**config.mk**
```make
export PLATFORM = sky130hd
export DESIGN_NAME = dp_jtag_engine
export DESIGN_NICKNAME = d
export VERILOG_FILES = /design/src/rtl/dp_jtag_engine.sv
export SDC_FILE = /design/constraint.sdc
export NUM_CORES = 1
export LEC_CHECK = 0
export BUFFER_PORTS_ARGS = -buffer_cell sky130_fd_sc_hd__buf_2
export CAP_MARGIN = 20
export CORE_MARGIN = 3
export CORE_UTILIZATION = 50
export DETAILED_ROUTE_END_ITERATION = 6
export PLACE_DENSITY = 0.69
export REMOVE_ABC_BUFFERS = 1
export SYNTH_ARGS = -nofsm -noshare
export SYNTH_HDL_FRONTEND = slang
export SYNTH_SLANG_ARGS = --single-unit
```
**constraint.sdc**
```tcl
create_clock -name clk -period 3.7 [get_ports clk]
set_input_delay 0.185 -clock clk [delete_from_list [all_inputs] [get_ports clk]]
set_output_delay 0.185 -clock clk [all_outputs]
set_load 0.02 [all_outputs]
```
**src/rtl/dp_jtag_engine.sv**
```systemverilog
module dp_jtag_engine #(
  parameter int          IR_W  = 4,
  parameter logic [IR_W-1:0] IR_DP = 4'hA,
  parameter logic [IR_W-1:0] IR_AP = 4'hB
) (
  input  logic            clk,
  input  logic            rst_n,
  input  logic [IR_W-1:0] ir_value,
  input  logic            capture_dr,
  input  logic            shift_dr,
  input  logic            update_dr,
  input  logic            tdi,
  output logic            tdo,
  output logic            ap_req_valid,
  input  logic            ap_req_ready,
  output logic [7:0]      ap_req_sel,
  output logic [7:0]      ap_req_addr,
  output logic            ap_req_write,
  output logic [31:0]     ap_req_wdata,
  input  logic            ap_rsp_valid,
  input  logic [31:0]     ap_rsp_rdata,
  input  logic            ap_rsp_fault,
  output logic            sys_pwr_req,
  input  logic            sys_pwr_ack,
  output logic            dbg_pwr_req,
  input  logic            dbg_pwr_ack
);
  localparam int SCAN_W = 35;
  localparam logic [2:0] ACK_OK   = 3'b010;
  localparam logic [2:0] ACK_WAIT = 3'b001;

  logic [SCAN_W-1:0] sr;
  logic        waited, busy;
  logic [31:0] result, rdbuf;
  logic [7:0]  sel_port;
  logic [3:0]  sel_bank;
  logic        orun_en, st_orun, st_err;

  wire is_dp   = (ir_value == IR_DP);
  wire is_ap   = (ir_value == IR_AP);
  wire on_chain = is_dp | is_ap;
  wire cap     = capture_dr & on_chain;
  wire upd     = update_dr & on_chain;
  wire rnw     = sr[0];
  wire [1:0]  a   = sr[2:1];
  wire [31:0] wd  = sr[34:3];
  wire exec    = upd & ~waited;
  wire blocked = st_orun | st_err;
  wire dp_wr   = exec & is_dp & ~rnw;
  wire dp_rd   = exec & is_dp & rnw;
  wire ap_go   = exec & is_ap & ~blocked;
  wire rsp_take = ap_rsp_valid & busy;
  wire rsp_load = rsp_take & ~ap_rsp_fault & ~ap_req_write;

  wire [31:0] ctrl_rd = {sys_pwr_ack, sys_pwr_req, dbg_pwr_ack, dbg_pwr_req,
                         22'b0, st_err, 3'b0, st_orun, orun_en};
  wire [31:0] sel_rd  = {sel_port, 16'b0, sel_bank, 4'b0};

  assign tdo = sr[0];

  always_ff @(posedge clk or negedge rst_n) begin
    if (!rst_n) begin
      sr <= '0;
      waited <= 1'b0;
    end else if (cap) begin
      sr <= {result, busy ? ACK_WAIT : ACK_OK};
      waited <= busy;
    end else if (shift_dr && on_chain) begin
      sr <= {tdi, sr[SCAN_W-1:1]};
    end
  end

  always_ff @(posedge clk or negedge rst_n) begin
    if (!rst_n) begin
      busy <= 1'b0;
      ap_req_valid <= 1'b0;
      ap_req_sel <= '0;
      ap_req_addr <= '0;
      ap_req_write <= 1'b0;
      ap_req_wdata <= '0;
    end else begin
      if (ap_go) begin
        busy <= 1'b1;
        ap_req_valid <= 1'b1;
        ap_req_sel <= sel_port;
        ap_req_addr <= {sel_bank, a, 2'b00};
        ap_req_write <= ~rnw;
        ap_req_wdata <= wd;
      end else begin
        if (ap_req_valid && ap_req_ready) ap_req_valid <= 1'b0;
        if (rsp_take) busy <= 1'b0;
      end
    end
  end

  always_ff @(posedge clk or negedge rst_n) begin
    if (!rst_n) begin
      result <= '0;
      rdbuf <= '0;
    end else begin
      if (dp_rd) begin
        case (a)
          2'd1:    result <= ctrl_rd;
          2'd2:    result <= sel_rd;
          2'd3:    result <= rdbuf;
          default: result <= '0;
        endcase
      end else if (rsp_load) begin
        result <= ap_rsp_rdata;
      end
      if (rsp_load) rdbuf <= ap_rsp_rdata;
    end
  end

  always_ff @(posedge clk or negedge rst_n) begin
    if (!rst_n) begin
      sel_port <= '0;
      sel_bank <= '0;
      orun_en <= 1'b0;
      sys_pwr_req <= 1'b0;
      dbg_pwr_req <= 1'b0;
      st_orun <= 1'b0;
      st_err <= 1'b0;
    end else begin
      if (dp_wr && a == 2'd2) begin
        sel_port <= wd[31:24];
        sel_bank <= wd[7:4];
      end
      if (dp_wr && a == 2'd1) begin
        sys_pwr_req <= wd[30];
        dbg_pwr_req <= wd[28];
        orun_en <= wd[0];
      end
      if (upd && waited && orun_en) st_orun <= 1'b1;
      else if (dp_wr && a == 2'd1 && wd[1]) st_orun <= 1'b0;
      if (rsp_take && ap_rsp_fault) st_err <= 1'b1;
      else if (dp_wr && a == 2'd1 && wd[5]) st_err <= 1'b0;
    end
  end

  a_r12_req_hold: assert property (@(posedge clk) disable iff (!rst_n)
    ap_req_valid && !ap_req_ready |=> ap_req_valid && $stable(ap_req_addr) &&
                                      $stable(ap_req_sel) && $stable(ap_req_wdata));
  a_r3_wait_ack: assert property (@(posedge clk) disable iff (!rst_n)
    cap && busy |=> tdo);
  a_r3_ok_ack: assert property (@(posedge clk) disable iff (!rst_n)
    cap && !busy |=> !tdo);
  a_r11_sticky_blocks: assert property (@(posedge clk) disable iff (!rst_n)
    upd && is_ap && blocked |=> !$rose(ap_req_valid));
  a_r5_dp_no_access: assert property (@(posedge clk) disable iff (!rst_n)
    upd && is_dp |=> !$rose(ap_req_valid));
  a_r10_fault_sticky: assert property (@(posedge clk) disable iff (!rst_n)
    ap_rsp_valid && ap_rsp_fault && busy |=> st_err);
  a_r9_overrun: assert property (@(posedge clk) disable iff (!rst_n)
    upd && waited && orun_en |=> st_orun);
endmodule

```
* Word-level counts from Yosys, hierarchy flattened
Index checks and enable logic that the tools add are counted.
** Storage, ports and cells
- Register bits after elaboration :: 166
- Output and inout bits :: 53
** Cells by class
- Eq/ne operators :: 5
- Reduce and logical (&&, ||, !) cells :: 15
- Multiplexer cells :: 14
- Bitwise operators :: 18
** Operators by type and width (number)
- case mux 32 bit (3 select lines) :: 1
- 2-to-1 mux 35 bit :: 2
- 2-to-1 mux 32 bit :: 2
- nonzero test 2 bit :: 6
- AND 1 bit :: 11
- logical AND 1 bit :: 9
- == test 4 bit, second input constant :: 2
- 2-to-1 mux 1 bit :: 8
- NOT 1 bit :: 5
- == test 2 bit, second input constant :: 2
- == test 2 x 1 -> 1 bit, second input constant :: 1
- 2-to-1 mux 2 bit :: 1
- OR 1 bit :: 2

* Longest topological paths before layout
Gate-level depths: netlist of the first run.
- Depth in word-level cells :: 10
- Gate-level depth with buffers :: 6

* Worst setup path before layout of the first run
No wires, ideal clock.
- Kind :: input to register
- Start point :: in ir_value[2]
- End point :: reg ap_req_wdata[23]
- Arrival :: 1.347 ns
- Setup slack :: 2.228 ns
- Cell stages on the path :: 6
- Required time :: 3.575 ns
- Library setup time :: 0.125 ns
- Path through :: and4b_4 -> and4b_1 -> buf_4 -> buf_6 -> buf_12 -> mux2_4
** On the way
- Word-level cells in the longest chain between the ends :: 6
- Elaborated cells between the ends (all ways) :: 7
** Ends and longest elaborated chain
- from (decl) :: RTL line 8 : input logic [IR_W-1:0] ir_value,
- == test 4 bit, on equally long branches :: RTL line 39, 40
- OR 1 bit :: RTL line 41 : wire on_chain = is_dp | is_ap;
- AND 1 bit :: RTL line 43 : wire upd = update_dr & on_chain;
- AND 1 bit :: RTL line 47 : wire exec = upd & ~waited;
- AND 1 bit (*) (2 in series) :: RTL line 51 : wire ap_go = exec & is_ap & ~blocked;
- to (signal assigned) :: RTL line 88 : ap_req_wdata <= wd;
- to (decl) :: RTL line 19 : output logic [31:0] ap_req_wdata,
Every way passes the cells marked *; elsewhere a longest branch is shown, timed or not.
A chain may end at the register's enable or synchronous reset.

* Worst setup path in the final report of the first run
- Start point :: reg sr[2]
- End point :: reg sel_bank[1]
** On the way
- Word-level cells in the longest chain between the ends :: 2
** Ends and longest elaborated chain
- from (decl) :: RTL line 32 : logic [SCAN_W-1:0] sr;
- from (signal assigned) :: RTL line 66 : sr <= {result, busy ? ACK_WAIT : ACK_OK};
- from (signal assigned) :: RTL line 69 : sr <= {tdi, sr[SCAN_W-1:1]};
- == test 2 bit :: RTL line 125 : if (dp_wr && a == 2'd2) begin
- logical AND 1 bit :: RTL line 125
- to (signal assigned) :: RTL line 127 : sel_bank <= wd[7:4];
- to (decl) :: RTL line 36 : logic [3:0] sel_bank;
Every way passes these cells.

==> out/summary.md, run 1 <==
The tools report the total count of max-transition violations in the final report as 0. Averaged over all synthesized cells, the footprint is 13.20 um^2. The minimum clock period after layout was 2.247 ns. After synthesis, flip-flops and latches occupy 57.42% of the total area. The post-cts sizing count was 0.

The biggest area contributor in the post-synthesis netlist is sky130_fd_sc_hd__dfrtp_1. The transition time of the tightest slew-check pin works out to 0.8265 ns. Main combinational cell family by area after synthesis: multiplexers.

The post-synthesis adder-cell area fraction was 0%. Across the VDD grid, the largest voltage drop is 350.4 uV. The detailed router finished its first iteration with 352 violations. Setup repair after global routing left no endpoint under its margin. The logs give 16 for the number of hold buffers added after CTS and 15950 um^2 for the die footprint. At the worst endpoint, the required time is 4.01 ns. The run gives 14040 um^2 as the area of the placeable core. Measured on the finished design, the core utilization comes to 61.39%.

The number of post-CTS setup repair buffers is 0. Yosys mapped a number of flops with a built-in enable equal to 0. Pin placement for this block handled 100 I/O pins. The flow ran to the end, and the final reports show no timing, DRC or antenna violations. The power density of the placed cells was 466.1 nW/um^2; the via count of the first global-routing pass was 5054.

The multiplexer area fraction after synthesis works out to 26.17%. The net count of the finished layout is 699. The synthesized netlist devotes 9.460% of its cell area to compound gates. The kind of end point of the critical path is a register.

In the routed design, unresolved DRC markers number 0. The path class of the tightest hold or removal check is in2reg. The logs give 0.004018 W for the overall power consumption and 166 for the clock sink count. After synthesis, the largest area contributor takes up 57.42% of total cell area. The initialized floorplan defines 43 standard-cell rows. The number of detailed-routing iterations run before antenna repair is 4.

TritonCTS built the clock tree. In this run the worst path has a maximum fanout of 20. The first-pass GRT wire length was 26540 um. The root buffer cell chosen for the clock tree is sky130_fd_sc_hd__clkbuf_16. The startpoint type of the worst setup path is a register. Clock latency on the worst-skew pair: 0.43 ns. The width of the die came out at 126.3 um. Synthesis inferred 166 register bits.

Once the floorplan was initialized, standard cells occupied 51.52% of the core. The run gives 16200 um as the overall routed net length. Compared with the post-synthesis result, the final layout area differs by 19.16%. The run gives 0 as the number of max-capacitance violations reported. For the hold violation total from the final report, the log shows 0. Data on the critical path arrives at its endpoint at 2.56 ns.

The number of CTS-inserted buffers was 17; the placer's final routability congestion estimate was 0.7903. Detailed placement HPWL: 9871 um. For the worst slew margin relative to its limit, the log shows 44.90%.

The peak clock frequency supported by timing was 0.4450 GHz. By area the synthesized netlist is led by sky130_fd_sc_hd__dfrtp_1 (57%), sky130_fd_sc_hd__mux2_2 (16%), sky130_fd_sc_hd__mux2i_1 (9.0%). For this run, the number of Yosys warnings is 0.

For this run, the total global-route usage over all layers was measured as 21.03%. Dividing the detail-routed wire length by the instance count gives 19.18 um. In the routed layout, each cell is associated on average with a via count of 5.763.

Yosys mapped the design onto 37 distinct sky130hd cell types. The clock tree synthesis step divided the H-tree into 4 levels. The final critical path takes up 60.73% of the cycle. The most frequently used flop master after synthesis was sky130_fd_sc_hd__dfrtp_1. By startpoint and endpoint, the worst setup path is classified as reg2reg.

Clock-pin slew was measured on the worst setup and hold paths at 0.06 ns. The cell area that synthesis handed to floorplanning was 7234 um^2. The routed layout has 4870 vias. Of the cells placed in the final design, the portion with a size suffix greater than 1 is 37.89%.

The run gives 0 as the aggregate global routing overflow. Entering global routing, the biggest net connects 124 pins. The fraction of registers with async set/reset was 100.0%; the number of routed nets with antenna violations was 0. From bottom edge to top edge, the die measures 126.3 um. Between clock sinks in the finished design, the worst skew comes to 0.009648 ns. For the number of inserted diodes, the log shows 0. Counting every instance in the synthesized netlist gives 548. The cell leakage power was 4.437 nW. The synthesized netlist devotes 3.321% of its cell area to simple gates. The logs give 0 for the initial antenna violation count and 0 for the number of failing setup endpoints in the final timing report. Of the total synthesized cell area, the portion taken by XOR and XNOR cells is 0%. The maximum buffer depth of the clock tree was 2; the number of input and output port buffers inserted was 97.
cells in the final DEF, fill, tap and decap left out, types with 2 or more instances in the layout:
cell type,count
sky130_fd_sc_hd__inv_1,5
sky130_fd_sc_hd__mux2_2,101
sky130_fd_sc_hd__clkinvlp_4,3
sky130_fd_sc_hd__dfrtp_1,166
sky130_fd_sc_hd__nand4b_1,3
sky130_fd_sc_hd__o22ai_1,64
sky130_fd_sc_hd__a21oi_1,32
sky130_fd_sc_hd__nand3_1,2
sky130_fd_sc_hd__nor2b_1,2
sky130_fd_sc_hd__clkbuf_1,3
sky130_fd_sc_hd__conb_1,2
sky130_fd_sc_hd__clkbuf_8,4
sky130_fd_sc_hd__clkbuf_16,17
sky130_fd_sc_hd__buf_4,12
sky130_fd_sc_hd__mux2_4,7
sky130_fd_sc_hd__a22oi_1,5
sky130_fd_sc_hd__clkinv_2,4
sky130_fd_sc_hd__a21o_1,3
sky130_fd_sc_hd__buf_2,96
sky130_fd_sc_hd__nor2_1,2
sky130_fd_sc_hd__nand2_1,28
sky130_fd_sc_hd__o21ai_0,3
sky130_fd_sc_hd__buf_16,2
sky130_fd_sc_hd__mux2i_1,65
sky130_fd_sc_hd__dlygate4sd3_1,16
area by class of cell:
cell class,instances,area (um^2)
Multi-Input combinational cell,334,2858
Clock inverter,8,72.57
Sequential cell,166,4154
Clock buffer,24,491.7
Timing Repair Buffer,127,797.0
Inverter,6,22.52
Fill cell,1084,5421
Tap cell,180,225.2
metal layers:
layer / part of all wire (%) / GRT usage [%]
met1: 45 / 28.01
met2: 49 / 34.30
met3: 4.4 / 4.707
met4: 0.98 / 7.129
met5: 0 / 0
per-stage QoR:
step / hold slack [ns] / cells / cell area, um^2 / TNS (ns) / setup slack, ns
floorplan: -0.1106 / 506 / 7002 / -66.02 / -1.843
global placement: 0.4191 / 795 / 7841 / 0 / 1.442
detailed placement: 0.4386 / 795 / 7841 / 0 / 1.376
CTS: 0.002184 / 843 / 8566 / 0 / 1.439
global route: 0.01326 / 845 / 8621 / 0 / 1.332
finish: 0.01586 / 845 / 8621 / 0 / 1.453
flip-flops by register name, summed over array words and instances (netlist names), 4 cells and up:
name          cells
sel_bank          4
result           32
sel_port          8
rdbuf            32
ap_req_wdata     32
sr               35
ap_req_sel        8
ap_req_addr       6
report_power, final:
part	switching [W]	internal, W
clock	0.000689	0.000992
sequential	0.0000917	0.00190
combinational	0.000186	0.000163
logic make-up (layout without fill, tap and decap cells):
family                 after synthesis  in the layout
AOI/OAI and AO/OA                  113            113
buffers and inverters               49            165
DFF                                166            166
muxes                              173            173
other                                1              2
and+or+nand+nor                     46             46
cells in the mapped netlist, drive strengths merged, types with 3 or more instances:
cell type	number
clkbuf	18
a21o	3
dfrtp	166
a22oi	5
mux2	108
buf	25
o21ai	3
mux2i	65
nand4b	3
nand2	28
a21oi	32
inv	5
o22ai	64
final timing paths:
check / end / startpoint / cells past startpoint / slack, ns
worst max-delay path: sel_bank[1] / sr[2] / 4 / 1.45
worst min-delay path: rdbuf[25] / ap_rsp_rdata[25] / 2 / 0.02
worst max register to register: sel_bank[1] / sr[2] / 4 / 1.45
worst min register to register: ap_req_valid / ap_req_valid / 1 / 0.48
max in group asynchronous: sr[23] / rst_n / 4 / 2.28
min in group asynchronous: ap_req_wdata[26] / rst_n / 2 / 0.28
worst max-delay path, cell delays in order (launching register included):
cell and delay (ns):
sky130_fd_sc_hd__dfrtp_1 0.32, sky130_fd_sc_hd__buf_4 0.28, sky130_fd_sc_hd__nor2b_1 0.44, sky130_fd_sc_hd__nand3_1 0.61, sky130_fd_sc_hd__mux2_2 0.48
Power figures use the tool's default switching activity.
==> run 2: changes to the inputs <==
Settings changed: ABC_AREA set to 1.
Clock period 3.7 ns to 2.2 ns, I/O delays scaled along.
==> out/summary.md, run 2 <==
The tools report the number of hold buffers added after CTS as 38 (was 16). The run gives 0 (unchanged) as the hold violation total from the final report. The largest net degree at the start of global routing is 68 (was 124). The initial core utilization came out at 51.20% (was 51.52%). The cell leakage power is 4.665 nW (was 4.437 nW), and the worst slew margin relative to its limit is 58.09% (was 44.90%). Top area cells in the synthesized netlist: sky130_fd_sc_hd__dfrtp_1 (58%), sky130_fd_sc_hd__nand2_1 (17%), sky130_fd_sc_hd__o21ai_0 (5.9%) (was sky130_fd_sc_hd__dfrtp_1 (57%), sky130_fd_sc_hd__mux2_2 (16%), sky130_fd_sc_hd__mux2i_1 (9.0%)).

The run gives 0.42 ns (was 0.43 ns) as the clock latency on the worst-skew pair. The overall power consumption was 0.009514 W (was 0.004018 W); the die footprint was 15740 um^2 (was 15950 um^2). The worst-path maximum fanout is 49 (was 20). The most frequently used flop master after synthesis was sky130_fd_sc_hd__dfrtp_1 (unchanged). The initial antenna violation count is 0 (unchanged), and the share of layout cells above drive strength 1 is 16.05% (was 37.89%). For the core utilization of the finished layout, the log shows 63.22% (was 61.39%). Critical-path cell list: nor3_4 -> nand2_4 -> buf_4 -> nand2_1 -> o21ai_0 (was buf_4 -> nor2b_1 -> nand3_1 -> mux2_2).

The portion of total power attributed to combinational logic was 20.9% (was 8.7%); the area growth from synthesis to layout was 23.48% (was 19.16%). The power density of the placed cells was 1080 nW/um^2 (was 466.1 nW/um^2); the number of CTS-inserted buffers was 17 (unchanged). The area of the placeable core was 13930 um^2 (was 14040 um^2). The logs give 32.4% (was 41.8%) for the fraction of power consumed by the clock network and 0 (unchanged) for the number of remaining DRC errors.

The internal power came out at 0.006670 W (was 0.003051 W). The netlist area before placement came out at 7134 um^2 (was 7234 um^2). The library cell contributing the largest single delay on the critical path was sky130_fd_sc_hd__nor3_4 (was sky130_fd_sc_hd__nand3_1).

The number of flops mapped to enable cells by yosys was 0 (unchanged). The run gives 5946 (was 4870) as the total via count after detailed routing. The origin of the worst setup path is st_err (was sr[2]).

The fraction of registers with async set/reset is 100.0% (unchanged), and the share of total power in sequential cells is 46.7% (was 49.5%). The source of the worst register-to-register timing path was st_err (was sr[2]). TritonCTS built the clock tree. The sequential share of the synthesized area came out at 58.23% (was 57.42%). The depth of the worst hold-timing path is 5 (was 2), and the first-pass GRT wire length is 28790 um (was 26540 um). The worst min-delay path endpoint was result[31] (was rdbuf[25]). Total number of H-tree levels: 4 (unchanged). The number of input and output port buffers inserted is 97 (unchanged). The cell depth of the worst flop-to-flop path is 5 (was 4).

The most common cell after layout, fill and taps aside is sky130_fd_sc_hd__nand2_1 (was sky130_fd_sc_hd__dfrtp_1). The via count of the first global-routing pass came out at 5724 (was 5054). The mean area per synthesized cell works out to 8.473 um^2 (was 13.20 um^2).

The routed via count divided by cell count is 5.130 (was 5.763), and the number of cells produced by synthesis is 842 (was 548). For the clock sink count, the log shows 166 (unchanged). The flow ran to the end, and the final reports show no timing, DRC or antenna violations. The total count of max-transition violations in the final report came out at 0 (unchanged). The top-area cell type share of the netlist area came out at 58.23% (was 57.42%).

The count of state elements after synthesis is 166 (unchanged), and the flip-flop count of the largest register, all copies and words added is 35 (unchanged). Kind of path behind the tightest hold check: in2reg (unchanged). The iteration-0 DRC count of the detailed router is 441 (was 352), and the number of post-CTS setup repair buffers is 0 (unchanged). The peak clock frequency supported by timing was 0.6160 GHz (was 0.4450 GHz); the width of the die was 125.5 um (was 126.3 um). The logs give 0 (unchanged) for the yosys synthesis warning count and 10470 um (was 9871 um) for the detailed placement HPWL. The aggregate global routing overflow came out at 0 (unchanged). For the maximum buffer depth of the clock tree, the log shows 2 (unchanged). The average wire per standard cell is 14.91 um (was 19.18 um). The number of max-capacitance violations reported was 0 (unchanged); the number of placed I/O pins was 100 (unchanged).

The tools report the post-route clock skew as 0.008630 ns (was 0.009648 ns). The worst setup path category was reg2reg (unchanged). The tools report the number of routed nets with antenna violations as 0 (unchanged). The tools report the switching power as 0.002845 W (was 0.0009669 W). The tools report the data required time of the critical path as 2.49 ns (was 4.01 ns). The launch instance of the worst min-delay path was sys_pwr_ack (was ap_rsp_rdata[25]).

The delay of the slowest cell on the worst path was 0.49 ns (was 0.61 ns). Transition time of the tightest slew-check pin: 0.6286 ns (was 0.8265 ns). Setup repair after global routing left no endpoint under its margin. The overall routed net length is 17280 um (was 16200 um).

The post-cts sizing count was 0 (unchanged). The minimum clock period after layout was 1.623 ns (was 2.247 ns). The number of detailed-routing iterations run before antenna repair is 5 (was 4). The all-layer global routing usage was 22.68% (was 21.03%); the number of failing setup endpoints in the final timing report was 0 (unchanged). The placer's final routability congestion estimate is 0.7843 (was 0.7903), and the count of distinct cell types in the synthesized netlist is 26 (was 37). The placement row count came out at 43 (unchanged). Cell type with the highest aggregate area in the netlist: sky130_fd_sc_hd__dfrtp_1 (unchanged). The share of the clock period used by the worst path is 73.79% (was 60.73%).

The startpoint type of the worst setup path was a register (unchanged). List of most frequent post-synthesis cells: sky130_fd_sc_hd__nand2_1 (330), sky130_fd_sc_hd__dfrtp_1 (166), sky130_fd_sc_hd__o21ai_0 (84) (was sky130_fd_sc_hd__dfrtp_1 (166), sky130_fd_sc_hd__mux2_2 (101), sky130_fd_sc_hd__mux2i_1 (65)). The vertical die dimension was 125.5 um (was 126.3 um). Top library cells by usage in the layout, fill and taps aside: sky130_fd_sc_hd__nand2_1 (329), sky130_fd_sc_hd__dfrtp_1 (166), sky130_fd_sc_hd__buf_2 (96) (was sky130_fd_sc_hd__dfrtp_1 (166), sky130_fd_sc_hd__mux2_2 (101), sky130_fd_sc_hd__buf_2 (96)). The maximum VDD drop came out at 575.6 uV (was 350.4 uV). The cell at the root of the clock tree is sky130_fd_sc_hd__clkbuf_16 (unchanged). The arrival time of data at the critical path endpoint was 1.91 ns (was 2.56 ns); the clock-pin transition on the worst setup and hold timing paths was 0.06 ns (about the same). The kind of end point of the critical path was a register (unchanged). Most flop-heavy register: sr (unchanged). The destination of the worst register-to-register timing path is ap_req_wdata[0] (was sel_bank[1]). Most frequent cell after synthesis: sky130_fd_sc_hd__nand2_1 (was sky130_fd_sc_hd__dfrtp_1). The share of total power consumed by net switching was 29.90% (was 24.06%). The layout net count is 1016 (was 699), and the flop-to-flop setup slack is 0.58 ns (was 1.45 ns).
==> run 2: power by group through the flow <==
stage | clock (W) | combinational, W | sequential (W)
2_1_floorplan | 0 | 0.00101 | 0.00467
3_3_place_gp | 0 | 0.00190 | 0.00445
3_5_place_dp | 0 | 0.00195 | 0.00446
4_1_cts | 0.00313 | 0.00201 | 0.00443
5_1_grt | 0.00326 | 0.00227 | 0.00455
6_report | 0.00308 | 0.00199 | 0.00444
==> run 2: cell type report <==
| type | instances | area [um^2] |
|---|---|---|
| Fill cell | 1215 | 5125 |
| Sequential cell | 166 | 4154 |
| Multi-Input combinational cell | 568 | 2532 |
| Timing Repair Buffer | 153 | 1057 |
| Clock buffer | 24 | 481.7 |
| Inverter | 63 | 236.5 |
| Tap cell | 180 | 225.2 |
| Clock inverter | 4 | 120.1 |
| Antenna cell | 1 | 2.502 |
==> run 2: cell families after synthesis <==
family | count (synthesis) | share of synthesized area [%]
other | 1 | 0.05256
buffers and inverters | 109 | 6.454
DFF | 166 | 58.23
AOI/OAI and AO/OA | 130 | 9.733
and+or+nand+nor | 436 | 25.53
==> run 2: how the worst max path moves through the flow <==
stage,endpoint,slack (ns)
floorplan,result[0],-0.38
global placement,ap_req_sel[6],0.64
detailed placement,ap_req_wdata[0],0.60
CTS,ap_req_wdata[0],0.59
global route,sel_port[5],0.46
finish,ap_req_wdata[0],0.58
==> run 2: routing by layer <==
layer  share of wire (%)  up-vias  wire, um  global-route usage (%)
li1                    -     2939         -                       -
met1                  45     2825      7783                   31.72
met2                  49      156      8446                   35.84
met3                 4.6       26       795                   3.930
met4                 1.5        0       255                   8.355
met5                   0        -         0                       0
==> run 2: through the flow <==
| step | worst slack (ns) | setup TNS, ns | std cells | hold slack (ns) | instance area [um^2] |
|---|---|---|---|---|---|
| after floorplan | -0.3822 | -18.84 | 797 | -0.1856 | 6914 |
| after global placement | 0.6424 | 0 | 1092 | 0.1538 | 7825 |
| after detailed placement | 0.6041 | 0 | 1092 | 0.1553 | 7825 |
| after CTS | 0.5880 | 0 | 1158 | 0.0009416 | 8807 |
| after global routing | 0.4638 | 0 | 1158 | 0.02979 | 8807 |
| final | 0.5766 | 0 | 1159 | 0.01932 | 8810 |
==> run 2: worst max-delay path, delay by kind of cell (launching register included) <==
family | cells | cell delay [ns]
and+or+nand+nor | 3 | 0.69
DFF | 1 | 0.42
buffers and inverters | 1 | 0.29
AOI/OAI and AO/OA | 1 | 0.08
==> run 3: changes to the inputs <==
Clock period 2.2 ns to 1.6 ns, I/O delays scaled along.
==> out/summary.md, run 3 (same netlist as run 2, synthesis figures left out) <==
The flow ran to the end, and the final reports show no timing, DRC or antenna violations. The cell leakage power was 4.735 nW (was 4.665 nW). The library cell contributing the largest single delay on the critical path was sky130_fd_sc_hd__dfrtp_1 (was sky130_fd_sc_hd__nor3_4). The initial antenna violation count is 0 (unchanged), and the detailed placement HPWL is 10740 um (was 10470 um). The tools report the number of inserted diodes as 0 (was 1). The most common cell after layout, fill and taps aside is sky130_fd_sc_hd__nand2_1 (unchanged). The number of remaining DRC errors is 0 (unchanged).

The run gives 71 (was 68) as the largest net degree at the start of global routing. The overall routed net length came out at 17450 um (was 17280 um). The maximum buffer depth of the clock tree is 2 (unchanged), and the width of the die is 125.5 um (unchanged). The tools report the placement row count as 43 (unchanged). The clock latency on the worst-skew pair was 0.43 ns (was 0.42 ns). The run gives 166 (unchanged) as the clock sink count.

The tools report the cell count after placement as 1099 (was 1092). Worst-path maximum fanout: 34 (was 49). The arrival time of data at the critical path endpoint is 1.74 ns (was 1.91 ns). The origin of the worst setup path was busy (was st_err).

The logs give 51.20% (unchanged) for the initial core utilization and 22.98% (was 22.68%) for the all-layer global routing usage. The vertical die dimension works out to 125.5 um (unchanged). The placer's final routability congestion estimate was 0.7842 (was 0.7843). The endpoint of the worst setup timing path was result[4] (was ap_req_wdata[0]).

Setup repair after global routing left no endpoint under its margin. For the hold violation total from the final report, the log shows 0 (unchanged). The most flop-heavy register is sr (unchanged).

The number of failing setup endpoints in the final timing report is 0 (unchanged). The number of input and output port buffers inserted came out at 97 (unchanged). The die footprint was 15740 um^2 (unchanged); the data required time of the critical path was 1.92 ns (was 2.49 ns).

The logs give 100 (unchanged) for the number of placed I/O pins and 64.16% (was 63.22%) for the core utilization of the finished layout. The number of buffers and inverters on the critical path came out at 3 (was 1). The source of the worst register-to-register timing path is busy (was st_err). For the first-pass GRT wire length, the log shows 28970 um (was 28790 um).

The tools report the total via count after detailed routing as 5988 (was 5946). The kind of path behind the tightest hold check was in2reg (unchanged). The cell depth of the worst flop-to-flop path was 8 (was 5). The run gives 1025 (was 1016) as the layout net count. The worst setup path category was reg2reg (unchanged). For the worst slack at placement, the log shows 0.09218 ns (was 0.6041 ns).

The area growth from synthesis to layout is 25.31% (was 23.48%). Via count of the first global-routing pass: 5646 (was 5724). The share of layout cells above drive strength 1 is 17.36% (was 16.05%).

The tools report the iteration-0 DRC count of the detailed router as 436 (was 441). The share of the clock period used by the worst path came out at 88.63% (was 73.79%). The total number of H-tree levels was 4 (unchanged). Kind of end point of the critical path: a register (unchanged).

The peak clock frequency supported by timing is 0.7052 GHz (was 0.6160 GHz), and the setup TNS is 0 ns (unchanged). The number of routed nets with antenna violations was 0 (unchanged). The delay of the slowest cell on the worst path works out to 0.39 ns (was 0.49 ns). The critical path's top delay family was simple AND/OR/NAND/NOR gates (unchanged). The destination of the worst register-to-register timing path was result[4] (was ap_req_wdata[0]). Top library cells by usage in the layout, fill and taps aside: sky130_fd_sc_hd__nand2_1 (329), sky130_fd_sc_hd__dfrtp_1 (166), sky130_fd_sc_hd__buf_2 (96) (unchanged).

For the maximum VDD drop, the log shows 717.3 uV (was 575.6 uV). The startpoint type of the worst setup path is a register (unchanged). Critical-path cell list: nand2_1 -> nor3_4 -> inv_2 -> buf_4 -> nand2_1 -> nand3_1 -> nand2_1 -> inv_1 (was nor3_4 -> nand2_4 -> buf_4 -> nand2_1 -> o21ai_0).

The logs give 0 (unchanged) for the aggregate global routing overflow and 17 (unchanged) for the number of CTS-inserted buffers. The power density of the placed cells was 1462 nW/um^2 (was 1080 nW/um^2). The number of post-CTS setup repair buffers is 0 (unchanged). The flip-flop count of the largest register, all copies and words added was 35 (unchanged); the average wire per standard cell was 14.90 um (was 14.91 um). The tools report the total count of max-transition violations in the final report as 0 (unchanged). The most numerous cell type found on the critical path is sky130_fd_sc_hd__nand2_1. TritonCTS built the clock tree. The routed via count divided by cell count was 5.114 (was 5.130); the flop-to-flop setup slack was 0.18 ns (was 0.58 ns).

The post-route clock skew is 0.006190 ns (was 0.008630 ns), and the minimum clock period after layout is 1.418 ns (was 1.623 ns). The cell at the root of the clock tree was sky130_fd_sc_hd__clkbuf_16 (unchanged). The tools report the overall power consumption as 0.01307 W (was 0.009514 W). For the final standard cell count with taps included and fillers excluded, the log shows 1171 (was 1159).

The clock-pin transition on the worst setup and hold timing paths came out at 0.06 ns (about the same). The worst setup slack after layout came out at 0.1819 ns (was 0.5766 ns). The number of max-capacitance violations reported was 0 (unchanged); the area of the placeable core was 13930 um^2 (unchanged). The number of inserted filler cells in the final layout was 1201 (was 1215); the number of detailed-routing iterations run before antenna repair was 5 (unchanged). The total stage count of the critical path was 8 (was 5).
==> run 3: cell count changes in the layout (fill, tap and decap cells not counted), sizes merged <==
| cell | change |
|---|---|
| inv | +1 |
| clkbuf | -5 |
| diode | -1 |
| buf | +7 |
| dlygate4sd3 | +2 |
| bufinv | -1 |
| clkinvlp | +4 |
| clkinv | +5 |
==> run 3: worst min-delay path: cells and delay by family <==
family / cells / cell delay (ns)
simple gates: 3 / 0.22
buf+inv: 1 / 0.13
==> run 3: layout make-up <==
| type | instances | area, um^2 | area share (%) |
|---|---|---|---|
| Sequential cell | 166 | 4154 | 46.47 |
| Multi-Input combinational cell | 568 | 2537 | 28.38 |
| Timing Repair Buffer | 162 | 1180 | 13.20 |
| Clock buffer | 19 | 452.9 | 5.066 |
| Inverter | 63 | 236.5 | 2.645 |
| Tap cell | 180 | 225.2 | 2.519 |
| Clock inverter | 13 | 153.9 | 1.721 |
==> run 3: worst min-delay path by stage <==
stage | depth (start not counted) | endpoint | startpoint
finish | 4 | st_orun | ir_value[2]
global route | 4 | st_orun | ir_value[2]
CTS | 4 | st_orun | ir_value[2]
detailed placement | 1 | ap_req_valid | rst_n
global placement | 1 | ap_req_valid | rst_n
floorplan | 0 | ap_req_addr[2] | rst_n
==> run 3: per-layer routing <==
metal | up-vias | GRT usage [%] | share of wire [%]
li1 | 2945 | - | -
met1 | 2883 | 31.33 | 46
met2 | 142 | 37.67 | 49
met3 | 18 | 4.656 | 3.8
met4 | 0 | 6.569 | 1.1
met5 | - | 0 | 0
==> run 3: metrics by stage <==
stage | area [um^2] | hold WS, ns
final | 8940 | 0.04129
after global routing | 8940 | 0.05467
after CTS | 8935 | 0.03020
after detailed placement | 7928 | 0.03110
after global placement | 7928 | 0.03039
after floorplan | 6914 | -0.2156
==> run 3: power by group <==
part / internal (W) / switching (W) / total, W / leakage [nW]
registers: 0.00541 / 0.000680 / 0.00609 / 2.13
clock network: 0.00252 / 0.00165 / 0.00418 / 0.291
logic: 0.00110 / 0.00171 / 0.00281 / 2.31
total: 0.00903 / 0.00404 / 0.0131 / 4.74
==> run 3: timing repair <==
action                                 CTS  global route
setup endpoints to repair                0             9
resized for setup                        0             1
hold buffers                            40             0
endpoints found under the hold margin  225             0
